[config.mk]
export PLATFORM = sky130hd
export DESIGN_NAME = sleep_cmp_timer
export DESIGN_NICKNAME = d
export VERILOG_FILES = /design/src/rtl/stm_pkg.sv /design/src/rtl/stm_regs.sv /design/src/rtl/stm_counter.sv /design/src/rtl/stm_match.sv /design/src/rtl/sleep_cmp_timer.sv
export SDC_FILE = /design/constraint.sdc
export NUM_CORES = 1
export LEC_CHECK = 0
export ABC_CLOCK_PERIOD_IN_PS = 2300
export BUFFER_PORTS_ARGS = -buffer_cell sky130_fd_sc_hd__buf_2
export CAP_MARGIN = 20
export CORE_UTILIZATION = 52
export CTS_CLUSTER_DIAMETER = 80
export CTS_CLUSTER_SIZE = 16
export DETAILED_ROUTE_END_ITERATION = 8
export PLACE_DENSITY = 0.74
export SETUP_SLACK_MARGIN = 0.4
export SYNTH_ARGS = -nofsm -noshare
export SYNTH_HDL_FRONTEND = slang
export SYNTH_SLANG_ARGS = --single-unit
[constraint.sdc]
create_clock -name clk -period 2.3 [get_ports clk]
set_input_delay 0.23 -clock clk [delete_from_list [all_inputs] [get_ports clk]]
set_output_delay 0.23 -clock clk [all_outputs]
set_load 0.02 [all_outputs]
[src/rtl/stm_pkg.sv]
package stm_pkg;
  localparam int ADDR_W = 3;
  localparam int EN_BIT = 11;
  localparam logic [ADDR_W-1:0] A_CFG   = 3'd0;
  localparam logic [ADDR_W-1:0] A_LO    = 3'd1;
  localparam logic [ADDR_W-1:0] A_HI    = 3'd2;
  localparam logic [ADDR_W-1:0] A_STAT  = 3'd3;
  localparam logic [ADDR_W-1:0] A_COUNT = 3'd4;
  localparam logic [ADDR_W-1:0] A_ACTLO = 3'd5;
endpackage

[src/rtl/stm_regs.sv]
module stm_regs
  import stm_pkg::*;
#(
  parameter int HALF_W = 16,
  parameter int DATA_W = 32,
  localparam int CNT_W = 2 * HALF_W
) (
  input  logic              clk,
  input  logic              rst,
  input  logic              wr_en,
  input  logic [ADDR_W-1:0] wr_addr,
  input  logic [DATA_W-1:0] wr_data,
  input  logic [ADDR_W-1:0] rd_addr,
  input  logic [CNT_W-1:0]  cnt,
  input  logic              flag,
  output logic [DATA_W-1:0] rd_data,
  output logic              enable,
  output logic [CNT_W-1:0]  cmp,
  output logic              clr
);
  logic [HALF_W-1:0] hold_q;
  logic              wr_lo, wr_hi, wr_cfg;

  assign wr_cfg = wr_en && (wr_addr == A_CFG);
  assign wr_lo  = wr_en && (wr_addr == A_LO) && !enable;
  assign wr_hi  = wr_en && (wr_addr == A_HI) && !enable;
  assign clr    = wr_en && (wr_addr == A_STAT) && wr_data[0];

  always_ff @(posedge clk) begin
    if (rst) begin
      enable <= 1'b0;
      hold_q <= '1;
      cmp    <= {{HALF_W{1'b0}}, {HALF_W{1'b1}}};
    end else begin
      if (wr_cfg) enable <= wr_data[EN_BIT];
      if (wr_lo)  hold_q <= wr_data[HALF_W-1:0];
      if (wr_hi)  cmp    <= {wr_data[HALF_W-1:0], hold_q};
    end
  end

  always_ff @(posedge clk) begin
    if (rst) rd_data <= '0;
    else begin
      case (rd_addr)
        A_CFG:   rd_data <= DATA_W'(enable) << EN_BIT;
        A_LO:    rd_data <= DATA_W'(hold_q);
        A_HI:    rd_data <= DATA_W'(cmp[CNT_W-1:HALF_W]);
        A_STAT:  rd_data <= DATA_W'(flag);
        A_COUNT: rd_data <= DATA_W'(cnt);
        A_ACTLO: rd_data <= DATA_W'(cmp[HALF_W-1:0]);
        default: rd_data <= '0;
      endcase
    end
  end

  // compare writes are dropped while the timer runs
  assert_locked_R4: assert property (@(posedge clk) disable iff (rst)
    (enable && wr_en && (wr_addr == A_LO || wr_addr == A_HI))
      |=> ($stable(cmp) && $stable(hold_q)));

  // both halves land together
  assert_commit_R3: assert property (@(posedge clk) disable iff (rst)
    (!enable && wr_en && wr_addr == A_HI)
      |=> (cmp == {$past(wr_data[HALF_W-1:0]), $past(hold_q)}));

  // a low write leaves the live value alone
  assert_stage_R2: assert property (@(posedge clk) disable iff (rst)
    (wr_en && wr_addr == A_LO) |=> $stable(cmp));
endmodule

[src/rtl/stm_counter.sv]
module stm_counter #(
  parameter int CNT_W = 32
) (
  input  logic             clk,
  input  logic             rst,
  input  logic             enable,
  input  logic             tick,
  output logic [CNT_W-1:0] cnt,
  output logic [CNT_W-1:0] cnt_nxt
);
  assign cnt_nxt = cnt + 1'b1;

  always_ff @(posedge clk) begin
    if (rst)                 cnt <= '0;
    else if (enable && tick) cnt <= cnt_nxt;
  end

  assert_idle_R5: assert property (@(posedge clk) disable iff (rst)
    !(enable && tick) |=> $stable(cnt));

  assert_step_R5: assert property (@(posedge clk) disable iff (rst)
    (enable && tick) |=> (cnt == CNT_W'($past(cnt) + 1'b1)));
endmodule

[src/rtl/stm_match.sv]
module stm_match #(
  parameter int CNT_W = 32
) (
  input  logic             clk,
  input  logic             rst,
  input  logic             enable,
  input  logic             tick,
  input  logic [CNT_W-1:0] cnt_nxt,
  input  logic [CNT_W-1:0] cmp,
  input  logic             clr,
  output logic             flag
);
  logic hit;
  assign hit = enable && tick && (cnt_nxt == cmp);

  always_ff @(posedge clk) begin
    if (rst)      flag <= 1'b0;
    else if (hit) flag <= 1'b1;
    else if (clr) flag <= 1'b0;
  end

  assert_set_R6: assert property (@(posedge clk) disable iff (rst)
    hit |=> flag);

  assert_sticky_R7: assert property (@(posedge clk) disable iff (rst)
    (flag && !clr) |=> flag);

  // a match on the clearing edge keeps the flag
  assert_setwins_R9: assert property (@(posedge clk) disable iff (rst)
    (hit && clr) |=> flag);
endmodule

[src/rtl/sleep_cmp_timer.sv]
module sleep_cmp_timer
  import stm_pkg::*;
#(
  parameter int HALF_W = 16,
  parameter int DATA_W = 32
) (
  input  logic              clk,
  input  logic              rst,
  input  logic              wr_en,
  input  logic [2:0]        wr_addr,
  input  logic [DATA_W-1:0] wr_data,
  input  logic [2:0]        rd_addr,
  output logic [DATA_W-1:0] rd_data,
  input  logic              tick,
  output logic              irq
);
  localparam int CNT_W = 2 * HALF_W;

  logic             enable, clr, flag;
  logic [CNT_W-1:0] cmp, cnt, cnt_nxt;

  stm_regs #(.HALF_W(HALF_W), .DATA_W(DATA_W)) u_regs (
    .clk(clk), .rst(rst), .wr_en(wr_en), .wr_addr(wr_addr),
    .wr_data(wr_data), .rd_addr(rd_addr), .cnt(cnt), .flag(flag),
    .rd_data(rd_data), .enable(enable), .cmp(cmp), .clr(clr)
  );

  stm_counter #(.CNT_W(CNT_W)) u_cnt (
    .clk(clk), .rst(rst), .enable(enable), .tick(tick),
    .cnt(cnt), .cnt_nxt(cnt_nxt)
  );

  stm_match #(.CNT_W(CNT_W)) u_match (
    .clk(clk), .rst(rst), .enable(enable), .tick(tick),
    .cnt_nxt(cnt_nxt), .cmp(cmp), .clr(clr), .flag(flag)
  );

  assign irq = flag;
endmodule

; Yosys cells after proc, flatten, opt, wreduce, memory -nomap -nowiden
; Index checks and enable logic that the tools add are counted.
[totals]
register_bits = 114
output_inout_bits = 33
wordCells = 32
[op_classes]
addsub = 1
n_eq_ne = 9
mux = 3
reduce_logical = 13
[op_table]
columns = operator, n
row1 = 32-bit case mux with 6 select lines, 1
row2 = 32-bit by 1-bit adder with 32-bit output (second input constant), 1
row3 = 32-bit equality test, 1
row4 = 3-bit by 2-bit equality test with 1-bit output (second input constant), 4
row5 = 1-bit logical AND, 9
row6 = 3-bit by 1-bit equality test with 1-bit output (second input constant), 2
row7 = 3-bit equality test (second input constant), 2
row8 = 3-bit logical NOT, 2
row9 = 1-bit 2-to-1 mux, 2
row10 = 2-bit nonzero test, 1
row11 = 1-bit logical NOT, 1

; Logic depth before layout (Yosys ltp)
; Gate-level depths: netlist of run 1.
[depth]
depth_word = 5
ltp_mapped = 9
ltp_nobuf = 8

; Modules after synthesis
; From an unflattened synthesis of run 1, not the netlist that was laid out.
[unflattened]
cells_unflattened = 644
hier_area_um2 = 5793.1
[modules_own_cells]
columns = module, n_inst, cells_each, area_per_inst_um2
row1 = stm_regs, 1, 334, 3329.4
row2 = stm_counter, 1, 262, 2079.5
row3 = stm_match, 1, 48, 384.1

; Least setup slack after synthesis of run 1
; No wires, ideal clock.
[synth_timing]
path_type = reg2reg
from = register u_cnt.cnt[0]
to = register u_match.flag
arrival_ps = 2397
slack_ps = -166
path_stages_with_launch = 9
n_path_buf = 1
synth_period_minus_slack_ps = 2466
cell_sequence = dfxtp_1 ha_1 nand3_1 or4_1 buf_2 or4_4 a211oi_2 nand4_1 o21ai_1
[synth_between]
elab_chain_cells = 4
word_cells_on_any_way = 5
cone_classes = add/sub: 1 / eq/ne: 1 / mux: 1 / reduce/logical: 2
[synth_lines]
columns = item, line_no
row1 = from (decl), stm_counter.sv:8  ; output logic [CNT_W-1:0] cnt,
row2 = from (signal assigned), stm_counter.sv:15  ; else if (enable && tick) cnt <= cnt_nxt;
row3 = 32-bit by 1-bit adder with 32-bit output (*), stm_counter.sv:11  ; assign cnt_nxt = cnt + 1'b1;
row4 = 32-bit equality test (*), stm_match.sv:14  ; assign hit = enable && tick && (cnt_nxt == cmp);
row5 = 1-bit logical AND (*), stm_match.sv:14
row6 = 1-bit 2-to-1 mux or 2-bit nonzero test (tied branches), n/a
row7 = to (signal assigned), stm_match.sv:17  ; if (rst) flag <= 1'b0;
row8 = to (signal assigned), stm_match.sv:18  ; else if (hit) flag <= 1'b1;
row9 = to (signal assigned), stm_match.sv:19  ; else if (clr) flag <= 1'b0;
row10 = to (decl), stm_match.sv:11  ; output logic flag
; Mark *: on every way between the ends. The rest lies on a longest branch, timed or not.
; A chain may end at the register's enable or synchronous reset.

; Worst setup path after layout of run 1
; Same ends and word-level chain as after synthesis.

==> flow_metrics.env, run 1 <==
export IMPL_status="finished, final reports clean"
export IMPL_yosysTopAreaCellShare_pct=40.9
export IMPL_dp_hpwl_um=11300
export IMPL_die_area_sq_mm=0.0112
export IMPL_first_iter_violations=490
export IMPL_grt_use_total_pct=30.7
export IMPL_final_common_cell="dfxtp_1"
export IMPL_grt_pass1_wl_um=26300
export IMPL_die_y_um=106
export IMPL_setup_worst_path_end_class="register"
export IMPL_postSynthCellCount=682
export IMPL_cts_buffers=17
export IMPL_ys_types=58
export IMPL_clock_tree_root_cell="clkbuf_8"
export IMPL_synth_area_top_cells="dfxtp_1, nand2_1, xnor2_1"
export IMPL_syn_area_sq_mm=0.00559
export IMPL_ff2ff_setup_slack_ns=0.04
export IMPL_post_route_min_period_ns=2.26
export IMPL_hold_path_class="in -> reg"
export IMPL_worst_pin_slew_ns=0.876
export IMPL_ant_nets=0
export IMPL_fp_row_count=37
export IMPL_yosysTopAreaCell="dfxtp_1"
export IMPL_period_share_pct=98.2
export IMPL_drt_wirelength_per_cell_um=18.3
export IMPL_route_detailed_drc=0
export IMPL_vdd_drop_max_mv=0.450
export IMPL_path_class="reg -> reg"
export IMPL_wl_um=17000
export IMPL_clock_sink_count=114
export IMPL_finalMaxSlewViolations=0
export IMPL_utilization_pct=70.8
export IMPL_clock_path_buffers=2
export IMPL_syn_area_per_cell_sq_um=8.19
export IMPL_core_sq_mm=0.0104
export IMPL_leakagePower_nw=2.93
export IMPL_power_density_mw_per_mm2=688
export IMPL_gr_total_overflow=0
export IMPL_worstPathMaxFanout=6
export IMPL_crit_arrival_ns=2.72
export IMPL_drt_vias_per_instance=5.90
export IMPL_start_kind="register"
export IMPL_finalPower_mw=5.05
export IMPL_synth_fp_nets=725
export IMPL_crit_start="u_cnt.cnt[0]$_SDFFE_PP0P_"
export IMPL_r2r_start="u_cnt.cnt[0]$_SDFFE_PP0P_"
export IMPL_max_cap_viol_count=0
export IMPL_setup_viol=0
export IMPL_clk_pin_slew_ns=0.06
export IMPL_drive_gt1_share_pct=26.5
export IMPL_grt_max_degree=86
export IMPL_finClkSkew_ns=0.0107
export IMPL_die_w_um=106
export IMPL_antenna_found_initial=0
export IMPL_drt_pass1_iter_count=5
export IMPL_r2r_end="u_match.flag$_SDFFE_PP0P_"
export IMPL_ys_seq_area_share_pct=40.9
export IMPL_initial_core_util_pct=53.9
export IMPL_hold_viol=0
export IMPL_final_cell_mix="dfxtp_1, nand2_1, nor2_1"
export IMPL_antenna_cells=0
export IMPL_slew_headroom_pct=41.6
export IMPL_clock_latency_ns=0.53
export IMPL_fin_nets=822
export IMPL_via_count=5474
export IMPL_tritoncts="yes"
export IMPL_syn_to_final_growth_pct=31.4
export IMPL_numPortBuffers=58
export IMPL_h_tree_depth=4
export IMPL_setup_slack_ns=0.0412
export IMPL_clock_fmax_mhz=443
export IMPL_hold_slack_ns=0.0773
export IMPL_ys_ff_latch=114
export IMPL_reg2regPathDepth=8
export IMPL_endpoint="u_match.flag$_SDFFE_PP0P_"
export IMPL_place_congestion=0.968
export IMPL_synth_warnings=0
export IMPL_place_ws_ns=0.0252
export IMPL_synth_edf_count=0
export IMPL_required_ns=2.76
export IMPL_fill_cells=781
export IMPL_async_flop_share_pct=0
export IMPL_ios=75
export IMPL_synthFlopType="dfxtp_1"
export IMPL_rsz0062_at_grt="yes"
export IMPL_grt_pass1_vias=5160
flip-flops by register name, indices dropped and copies added, names as in the netlist:
| name | count |
|---|---|
| u_regs.rd_data | 32 |
| u_match.flag | 1 |
| u_regs.enable | 1 |
| u_cnt.cnt | 32 |
| u_regs.hold_q | 16 |
| u_regs.cmp | 32 |
cell usage after synthesis, types with 12 or more instances:
library cell,n
and2_1,19
o21ai_0,12
nand4_1,17
nor2b_1,20
a211o_1,16
nand2_1,98
nand3b_1,18
xnor2_1,36
a21oi_1,26
a221oi_1,16
dfxtp_1,114
nand3_1,14
a22oi_1,15
xor2_1,28
nor3_1,14
clkbuf_1,42
nor2_1,82
critical path, cell delays in order, from the launching register on:
cell     delay (ns)
dfxtp_4        0.37
ha_4           0.16
nand3_4        0.11
or4_4          0.57
or4_4          0.46
o21ai_1        0.14
and3_1         0.16
o22ai_1        0.08
o21ai_1        0.13
logic make-up (layout without fill, tap and decap cells):
family | after synthesis | after routing | share of synthesized area, %
xor+xnor | 64 | 64 | 10.0
compound gates | 109 | 109 | 13.9
simple gates | 329 | 329 | 29.5
mux | 7 | 7 | 1.30
flops | 114 | 114 | 40.9
buf+inv | 58 | 168 | 4.19
fa+ha+maj | 1 | 1 | 0.224
metal layers:
metal,GRT usage [%],vias up,routed length [um]
li1,-,2572,-
met1,41.3,2566,7190
met2,47.1,293,7880
met3,7.98,43,1470
met4,11.6,0,454
met5,0,-,0
per-stage QoR:
stage                     cells  TNS [ns]  area [sq um]
after floorplan             682         0          5670
after global placement      873         0          6270
after detailed placement    873         0          6270
after CTS                   924         0          7100
after global routing        928   -0.0528          7340
final                       928         0          7340
power by group:
part           switching, mW  internal [mW]  total [mW]
Combinational          0.175          0.128       0.303
Clock                  0.962           1.74        2.70
Sequential            0.0342           2.01        2.05
layout make-up:
| class | count | area (sq um) | share of cell area (%) |
|---|---|---|---|
| Multi-Input combinational cell | 510 | 3340 | 45.5 |
| Sequential cell | 114 | 2310 | 31.4 |
| Timing Repair Buffer | 130 | 893 | 12.2 |
| Clock buffer | 20 | 457 | 6.22 |
| Tap cell | 136 | 170 | 2.32 |
| Clock inverter | 12 | 154 | 2.10 |
| Inverter | 6 | 22.5 | 0.307 |
worst min path at each step:
stage / from / slack [ns] / depth (start not counted) / to
finish: rd_addr[1] / 0.08 / 3 / u_regs.rd_data[11]$_SDFF_PP0_
CTS: rd_addr[1] / 0.05 / 3 / u_regs.rd_data[11]$_SDFF_PP0_
detailed placement: wr_data[5] / 0.45 / 2 / u_regs.hold_q[5]$_SDFFE_PP1P_
global route: rd_addr[1] / 0.07 / 3 / u_regs.rd_data[11]$_SDFF_PP0_
floorplan: wr_data[0] / 0.35 / 1 / u_regs.hold_q[0]$_SDFFE_PP1P_
global placement: wr_data[15] / 0.45 / 2 / u_regs.hold_q[15]$_SDFFE_PP1P_
timing repair:
| item | CTS | global route |
|---|---|---|
| buffers inserted | 3 | 4 |
| hold buffers | 16 | 0 |
| cloned | 0 | 0 |
| pin swaps | 9 | 5 |
| resized for setup | 14 | 45 |
| setup endpoints to repair | 14 | 17 |
| hold endpoints to repair | 33 | 0 |
Power figures use the tool's default switching activity.
==> run 2: changes to the inputs <==
--- a/config.mk
+++ b/config.mk
@@ -5,14 +5,14 @@
 export SDC_FILE = /design/constraint.sdc
 export NUM_CORES = 1
 export LEC_CHECK = 0
-export ABC_CLOCK_PERIOD_IN_PS = 2300
+export ABC_CLOCK_PERIOD_IN_PS = 2900
 export BUFFER_PORTS_ARGS = -buffer_cell sky130_fd_sc_hd__buf_2
 export CAP_MARGIN = 20
-export CORE_UTILIZATION = 52
+export CORE_UTILIZATION = 60
 export CTS_CLUSTER_DIAMETER = 80
 export CTS_CLUSTER_SIZE = 16
 export DETAILED_ROUTE_END_ITERATION = 8
-export PLACE_DENSITY = 0.74
+export PLACE_DENSITY = 0.81
 export SETUP_SLACK_MARGIN = 0.4
 export SYNTH_ARGS = -nofsm -noshare
 export SYNTH_HDL_FRONTEND = slang
==> constraint.sdc (replaced) <==
create_clock -name clk -period 2.9 [get_ports clk]
set_input_delay 0.29 -clock clk [delete_from_list [all_inputs] [get_ports clk]]
set_output_delay 0.29 -clock clk [all_outputs]
set_load 0.02 [all_outputs]
==> flow_metrics.env, run 2 (synthesis results as in run 1) <==
export IMPL_vdd_drop_max_mv=0.555
export IMPL_setup_worst_path_end_class="register"
export IMPL_wl_um=16000
export IMPL_path_class="reg -> reg"
export IMPL_setup_viol=0
export IMPL_grt_max_degree=86
export IMPL_finalMaxSlewViolations=0
export IMPL_status="finished, violations left"
export IMPL_grt_use_total_pct=33.9
export IMPL_placed_area_sq_mm=0.00597
export IMPL_drive_gt1_share_pct=20.5
export IMPL_finClkSkew_ns=0.0121
export IMPL_clock_fmax_mhz=409
export IMPL_power_density_mw_per_mm2=586
export IMPL_hold_path_class="in -> reg"
export IMPL_antenna_found_initial=0
export IMPL_route_detailed_drc=2
export IMPL_die_area_sq_mm=0.00970
export IMPL_h_tree_depth=4
export IMPL_crit_arrival_ns=2.84
export IMPL_start_kind="register"
export IMPL_dp_cells=816
export IMPL_slew_headroom_pct=29.7
export IMPL_initial_core_util_pct=63.1
export IMPL_cts_buffers=17
export IMPL_clock_latency_ns=0.52
export IMPL_violations="design-rule violations"
export IMPL_drt_pass1_iter_count=9
export IMPL_required_ns=3.30
export IMPL_clk_pin_slew_ns=0.06
export IMPL_leakagePower_nw=2.62
export IMPL_numPortBuffers=58
export IMPL_syn_to_final_growth_pct=22.1
export IMPL_core_sq_mm=0.00885
export IMPL_first_iter_violations=505
export IMPL_worst_pin_slew_ns=1.05
export IMPL_die_w_um=98.5
export IMPL_final_cell_mix="dfxtp_1, nand2_1, nor2_1"
export IMPL_die_y_um=98.5
export IMPL_ios=75
export IMPL_fin_cells=864
export IMPL_worstPathMaxFanout=7
export IMPL_hold_viol=0
export IMPL_max_cap_viol_count=0
export IMPL_grt_pass1_wl_um=25400
export IMPL_via_count=5337
export IMPL_tns_ns=0
export IMPL_drt_vias_per_instance=6.18
export IMPL_tritoncts="yes"
export IMPL_clock_path_buffers=2
export IMPL_place_congestion=0.922
export IMPL_grt_pass1_vias=4949
export IMPL_reg_top3="u_cnt.cnt: 32 flops, u_regs.cmp: 32 flops, u_regs.rd_data: 32 flops"
export IMPL_postLayoutCellArea_sq_mm=0.00682
export IMPL_gr_total_overflow=0
export IMPL_fp_row_count=34
export IMPL_final_common_cell="dfxtp_1"
export IMPL_rsz0062_at_grt="no"
export IMPL_post_route_min_period_ns=2.44
export IMPL_finalPower_mw=4.00
export IMPL_dp_hpwl_um=10700
export IMPL_antenna_cells=0
export IMPL_clock_tree_root_cell="clkbuf_8"
export IMPL_period_share_pct=84.2
export IMPL_drt_wirelength_per_cell_um=18.6
export IMPL_fin_nets=786
export IMPL_ant_nets=0
export IMPL_clock_sink_count=114
export IMPL_utilization_pct=77.1
[run 2: worst paths after layout]
check                                 from                            end  slack [ns]  cells past startpoint
max              u_cnt.cnt[2]$_SDFFE_PP0P_      u_match.flag$_SDFFE_PP0P_        0.46                      9
max reg2reg      u_cnt.cnt[2]$_SDFFE_PP0P_      u_match.flag$_SDFFE_PP0P_        0.46                      9
min                             wr_data[0]  u_regs.hold_q[0]$_SDFFE_PP1P_       0.005                      2
min reg2reg  u_regs.hold_q[4]$_SDFFE_PP1P_     u_regs.cmp[4]$_SDFFE_PP1P_        0.49                      2
[run 2: layout make-up]
cell class,instances,area [sq um]
clock buffer,17,414
clock inverter,15,194
fill,651,2030
inverter,6,22.5
multi-input combinational,510,3160
sequential,114,2300
tap,108,135
timing repair buffer,94,593
[run 2: power by group]
part	switching, mW	internal [mW]
Clock	0.813	1.33
Combinational	0.136	0.0923
Sequential	0.0275	1.60
Total	0.977	3.02
[run 2: repair_timing]
| action | in CTS | in global routing |
|---|---|---|
| pin swaps | 5 | 9 |
| hold buffers | 8 | 0 |
| gates cloned | 0 | 0 |
| resized for setup | 9 | 20 |
| endpoints found under the hold margin | 8 | 0 |
| buffers inserted | 2 | 6 |
| endpoints found under the setup margin | 1 | 1 |
[run 2: critical path, cell delays in order (launching register included)]
cell and delay [ns]:
dfxtp_1 0.48, nand4_1 0.14, buf_4 0.18, buf_4 0.14, or4_1 0.50, and3_1 0.21, a211oi_1 0.37, a211oi_2 0.08
nand4_1 0.14, o21ai_1 0.08
[run 2: metal layers]
metal  track usage [%]  vias to the layer above  wire length, um
met5                 0                        -                0
met1              44.8                     2499             6750
met3              8.09                       46             1480
met2              52.3                      294             7230
met4              16.8                        0              569
li1                  -                     2498                -
[run 2: metrics by stage]
stage	setup WS, ns	hold WS [ns]
detailed placement	0.102	0.475
CTS	0.423	0.00118
floorplan	0.434	0.408
finish	0.457	0.00478
global placement	0.177	0.471
global route	0.347	0.00874
==> run 3: changes to the inputs <==
--- a/config.mk
+++ b/config.mk
@@ -5,14 +5,15 @@
 export SDC_FILE = /design/constraint.sdc
 export NUM_CORES = 1
 export LEC_CHECK = 0
-export ABC_CLOCK_PERIOD_IN_PS = 2900
+export ABC_AREA = 1
+export ABC_CLOCK_PERIOD_IN_PS = 2100
 export BUFFER_PORTS_ARGS = -buffer_cell sky130_fd_sc_hd__buf_2
 export CAP_MARGIN = 20
-export CORE_UTILIZATION = 60
+export CORE_UTILIZATION = 52
 export CTS_CLUSTER_DIAMETER = 80
 export CTS_CLUSTER_SIZE = 16
 export DETAILED_ROUTE_END_ITERATION = 8
-export PLACE_DENSITY = 0.81
+export PLACE_DENSITY = 0.74
 export SETUP_SLACK_MARGIN = 0.4
 export SYNTH_ARGS = -nofsm -noshare
 export SYNTH_HDL_FRONTEND = slang
==> constraint.sdc (replaced) <==
create_clock -name clk -period 2.1 [get_ports clk]
set_input_delay 0.21 -clock clk [delete_from_list [all_inputs] [get_ports clk]]
set_output_delay 0.21 -clock clk [all_outputs]
set_load 0.02 [all_outputs]
==> flow_metrics.env, run 3 <==
export IMPL_gr_total_overflow=0
export IMPL_path_class="reg -> reg"
export IMPL_status="finished, final reports clean"
export IMPL_syn_area_sq_mm=0.00567
export IMPL_fin_nets=1023
export IMPL_ys_seq_area_share_pct=40.2
export IMPL_start_kind="register"
export IMPL_final_common_cell="nand2_1"
export IMPL_place_congestion=0.932
export IMPL_numPortBuffers=58
export IMPL_core_sq_mm=0.0105
export IMPL_grt_use_met1_pct=45.4
export IMPL_final_cell_mix="nand2_1, inv_1, dfxtp_1"
export IMPL_clk_pin_slew_ns=0.06
export IMPL_clkPwrFrac_pct=54.8
export IMPL_required_ns=2.57
export IMPL_antenna_found_initial=0
export IMPL_fin_cells=1128
export IMPL_clock_latency_ns=0.53
export IMPL_p_comb_share_pct=7.5
export IMPL_clock_fmax_mhz=482
export IMPL_hold_path_class="in -> reg"
export IMPL_fp_row_count=37
export IMPL_die_y_um=106
export IMPL_die_w_um=106
export IMPL_post_route_min_period_ns=2.07
export IMPL_grt_max_degree=44
export IMPL_ys_types=26
export IMPL_pwr_share_seq_pct=37.7
export IMPL_drive_gt1_share_pct=18.1
export IMPL_crit_arrival_ns=2.54
export IMPL_switching_share_pct=22.2
export IMPL_reg_top3="u_cnt.cnt: 32 flops, u_regs.cmp: 32 flops, u_regs.rd_data: 32 flops"
export IMPL_yosysMostFrequentCell="nand2_1"
export IMPL_synth_fp_nets=910
export IMPL_slowest_delay_ns=0.37
export IMPL_crit_top_cell="nand3_1"
export IMPL_slowest_stage="dfxtp_4"
export IMPL_clock_sink_count=114
export IMPL_hold_viol=0
export IMPL_power_internal_mw=4.71
export IMPL_first_iter_violations=563
export IMPL_synth_edf_count=0
export IMPL_switching_power_mw=1.35
export IMPL_vdd_drop_max_mv=0.839
export IMPL_ios=75
export IMPL_grt_pass1_vias=5982
export IMPL_async_flop_share_pct=0
export IMPL_clock_tree_root_cell="clkbuf_8"
export IMPL_grt_use_total_pct=35.3
export IMPL_crit_chain="ha_4 > nand2_4 > nor2_4 > nand2_4 > nor2_4 > buf_6 > nand3_1 > nand3_1 > nand2_1 > inv_1 > nand3_1 > nor2_1 > nand3_2 > a21oi_2"
export IMPL_critical_path_top_delay_family="simple AND/OR/NAND/NOR gates"
export IMPL_dp_hpwl_um=13400
export IMPL_synthTopCellsByCount="nand2_1, inv_1, dfxtp_1"
export IMPL_met2_usage_pct=56.3
export IMPL_grt_busiest_layer="met2"
export IMPL_worstPathMaxFanout=5
export IMPL_synthFlopType="dfxtp_1"
export IMPL_die_area_sq_mm=0.0113
export IMPL_ant_nets=0
export IMPL_ys_ff_latch=114
export IMPL_syn_to_final_growth_pct=30.2
export IMPL_clock_path_buffers=2
export IMPL_finClkSkew_ns=0.00649
export IMPL_cts_buffers=17
export IMPL_via_count=6344
export IMPL_drt_vias_per_instance=5.62
export IMPL_finalMaxSlewViolations=0
export IMPL_grt_pass1_wl_um=30000
export IMPL_leakagePower_nw=3.56
export IMPL_route_detailed_drc=0
export IMPL_cp_num_buf_inv=2
export IMPL_worst_pin_slew_ns=0.527
export IMPL_tritoncts="yes"
export IMPL_max_cap_viol_count=0
export IMPL_tns_ns=0
export IMPL_initial_core_util_pct=54.2
export IMPL_grtUsageMet3_pct=6.93
export IMPL_postSynthCellCount=867
export IMPL_dp_cells=1073
export IMPL_drt_pass1_iter_count=8
export IMPL_synth_area_top_cells="dfxtp_1, nand2_1, nand3_1"
export IMPL_antenna_cells=0
export IMPL_power_density_mw_per_mm2=820
export IMPL_period_share_pct=98.8
export IMPL_setup_viol=0
export IMPL_yosysTopAreaCell="dfxtp_1"
export IMPL_slew_headroom_pct=64.9
export IMPL_yosysTopAreaCellShare_pct=40.2
export IMPL_drt_wirelength_per_cell_um=16.9
export IMPL_setup_worst_path_end_class="register"
export IMPL_wl_um=19000
export IMPL_synth_warnings=0
export IMPL_rsz0062_at_grt="yes"
export IMPL_h_tree_depth=4
export IMPL_syn_area_per_cell_sq_um=6.54
run 3: final timing paths:
path | start | end | slack [ns] | cells after the start
max | u_cnt.cnt[1]$_SDFFE_PP0P_ | u_match.flag$_SDFFE_PP0P_ | 0.03 | 14
min | rd_addr[0] | u_regs.rd_data[0]$_SDFF_PP0_ | 0.02 | 3
max reg2reg | u_cnt.cnt[1]$_SDFFE_PP0P_ | u_match.flag$_SDFFE_PP0P_ | 0.03 | 14
min reg2reg | u_cnt.cnt[31]$_SDFFE_PP0P_ | u_regs.rd_data[31]$_SDFF_PP0_ | 0.49 | 2
run 3: cell families after synthesis:
kind of cell	synth area share, %
adders and majority gates	0.220
and+or+nand+nor	32.7
xor gates and xnor gates	1.01
buffers and inverters	9.86
DFF	40.2
AOI/OAI and AO/OA	16.0
run 3: area by class of cell:
class,count,area [sq um]
Timing Repair Buffer,126,878
Multi-Input combinational cell,604,2930
Clock buffer,21,439
Fill cell,870,3070
Clock inverter,10,229
Tap cell,136,170
Inverter,117,439
Sequential cell,114,2300
run 3: worst reg2reg max path: cells and delay by family (launching register included):
kind                       cells  cell delay, ns
and+or+nand+nor               10            1.19
DFF                            1            0.37
buffers and inverters          2            0.19
adders and majority gates      1            0.15
AOI/OAI and AO/OA              1            0.13
run 3: timing repair:
| item | in CTS | in global routing |
|---|---|---|
| gates resized for setup | 14 | 24 |
| endpoints found under the hold margin | 26 | 0 |
| buffers inserted | 4 | 2 |
| pin swaps | 7 | 3 |
| gates cloned | 0 | 0 |
| endpoints found under the setup margin | 7 | 15 |
| hold buffers | 18 | 0 |
run 3: through the flow:
step                setup slack [ns]  power, mW  hold slack (ns)  utilization [%]  area, sq um
floorplan                      0.395       2.57            0.323                -         5700
global placement              0.0113       2.72            0.425             61.0         6380
detailed placement           -0.0526       2.74            0.427             61.1         6400
CTS                           0.0855       6.05        0.0000873             69.9         7310
global route                 -0.0970       6.22           0.0411             70.6         7390
finish                        0.0262       6.06           0.0190             70.6         7390
run 3: per-layer routing:
layer  up-vias  wire [um]
met1      2919       8160
met5         -          0
met4         0        695
li1       3051          -
met3        57       1420
met2       317       8750
run 3: power by group through the flow:
stage | clock network [mW] | logic, mW | registers (mW)
6_report | 3.32 | 0.453 | 2.28
5_1_grt | 3.44 | 0.494 | 2.29
4_1_cts | 3.33 | 0.441 | 2.28
3_5_place_dp | 0 | 0.408 | 2.33
3_3_place_gp | 0 | 0.398 | 2.33
2_1_floorplan | 0 | 0.234 | 2.33
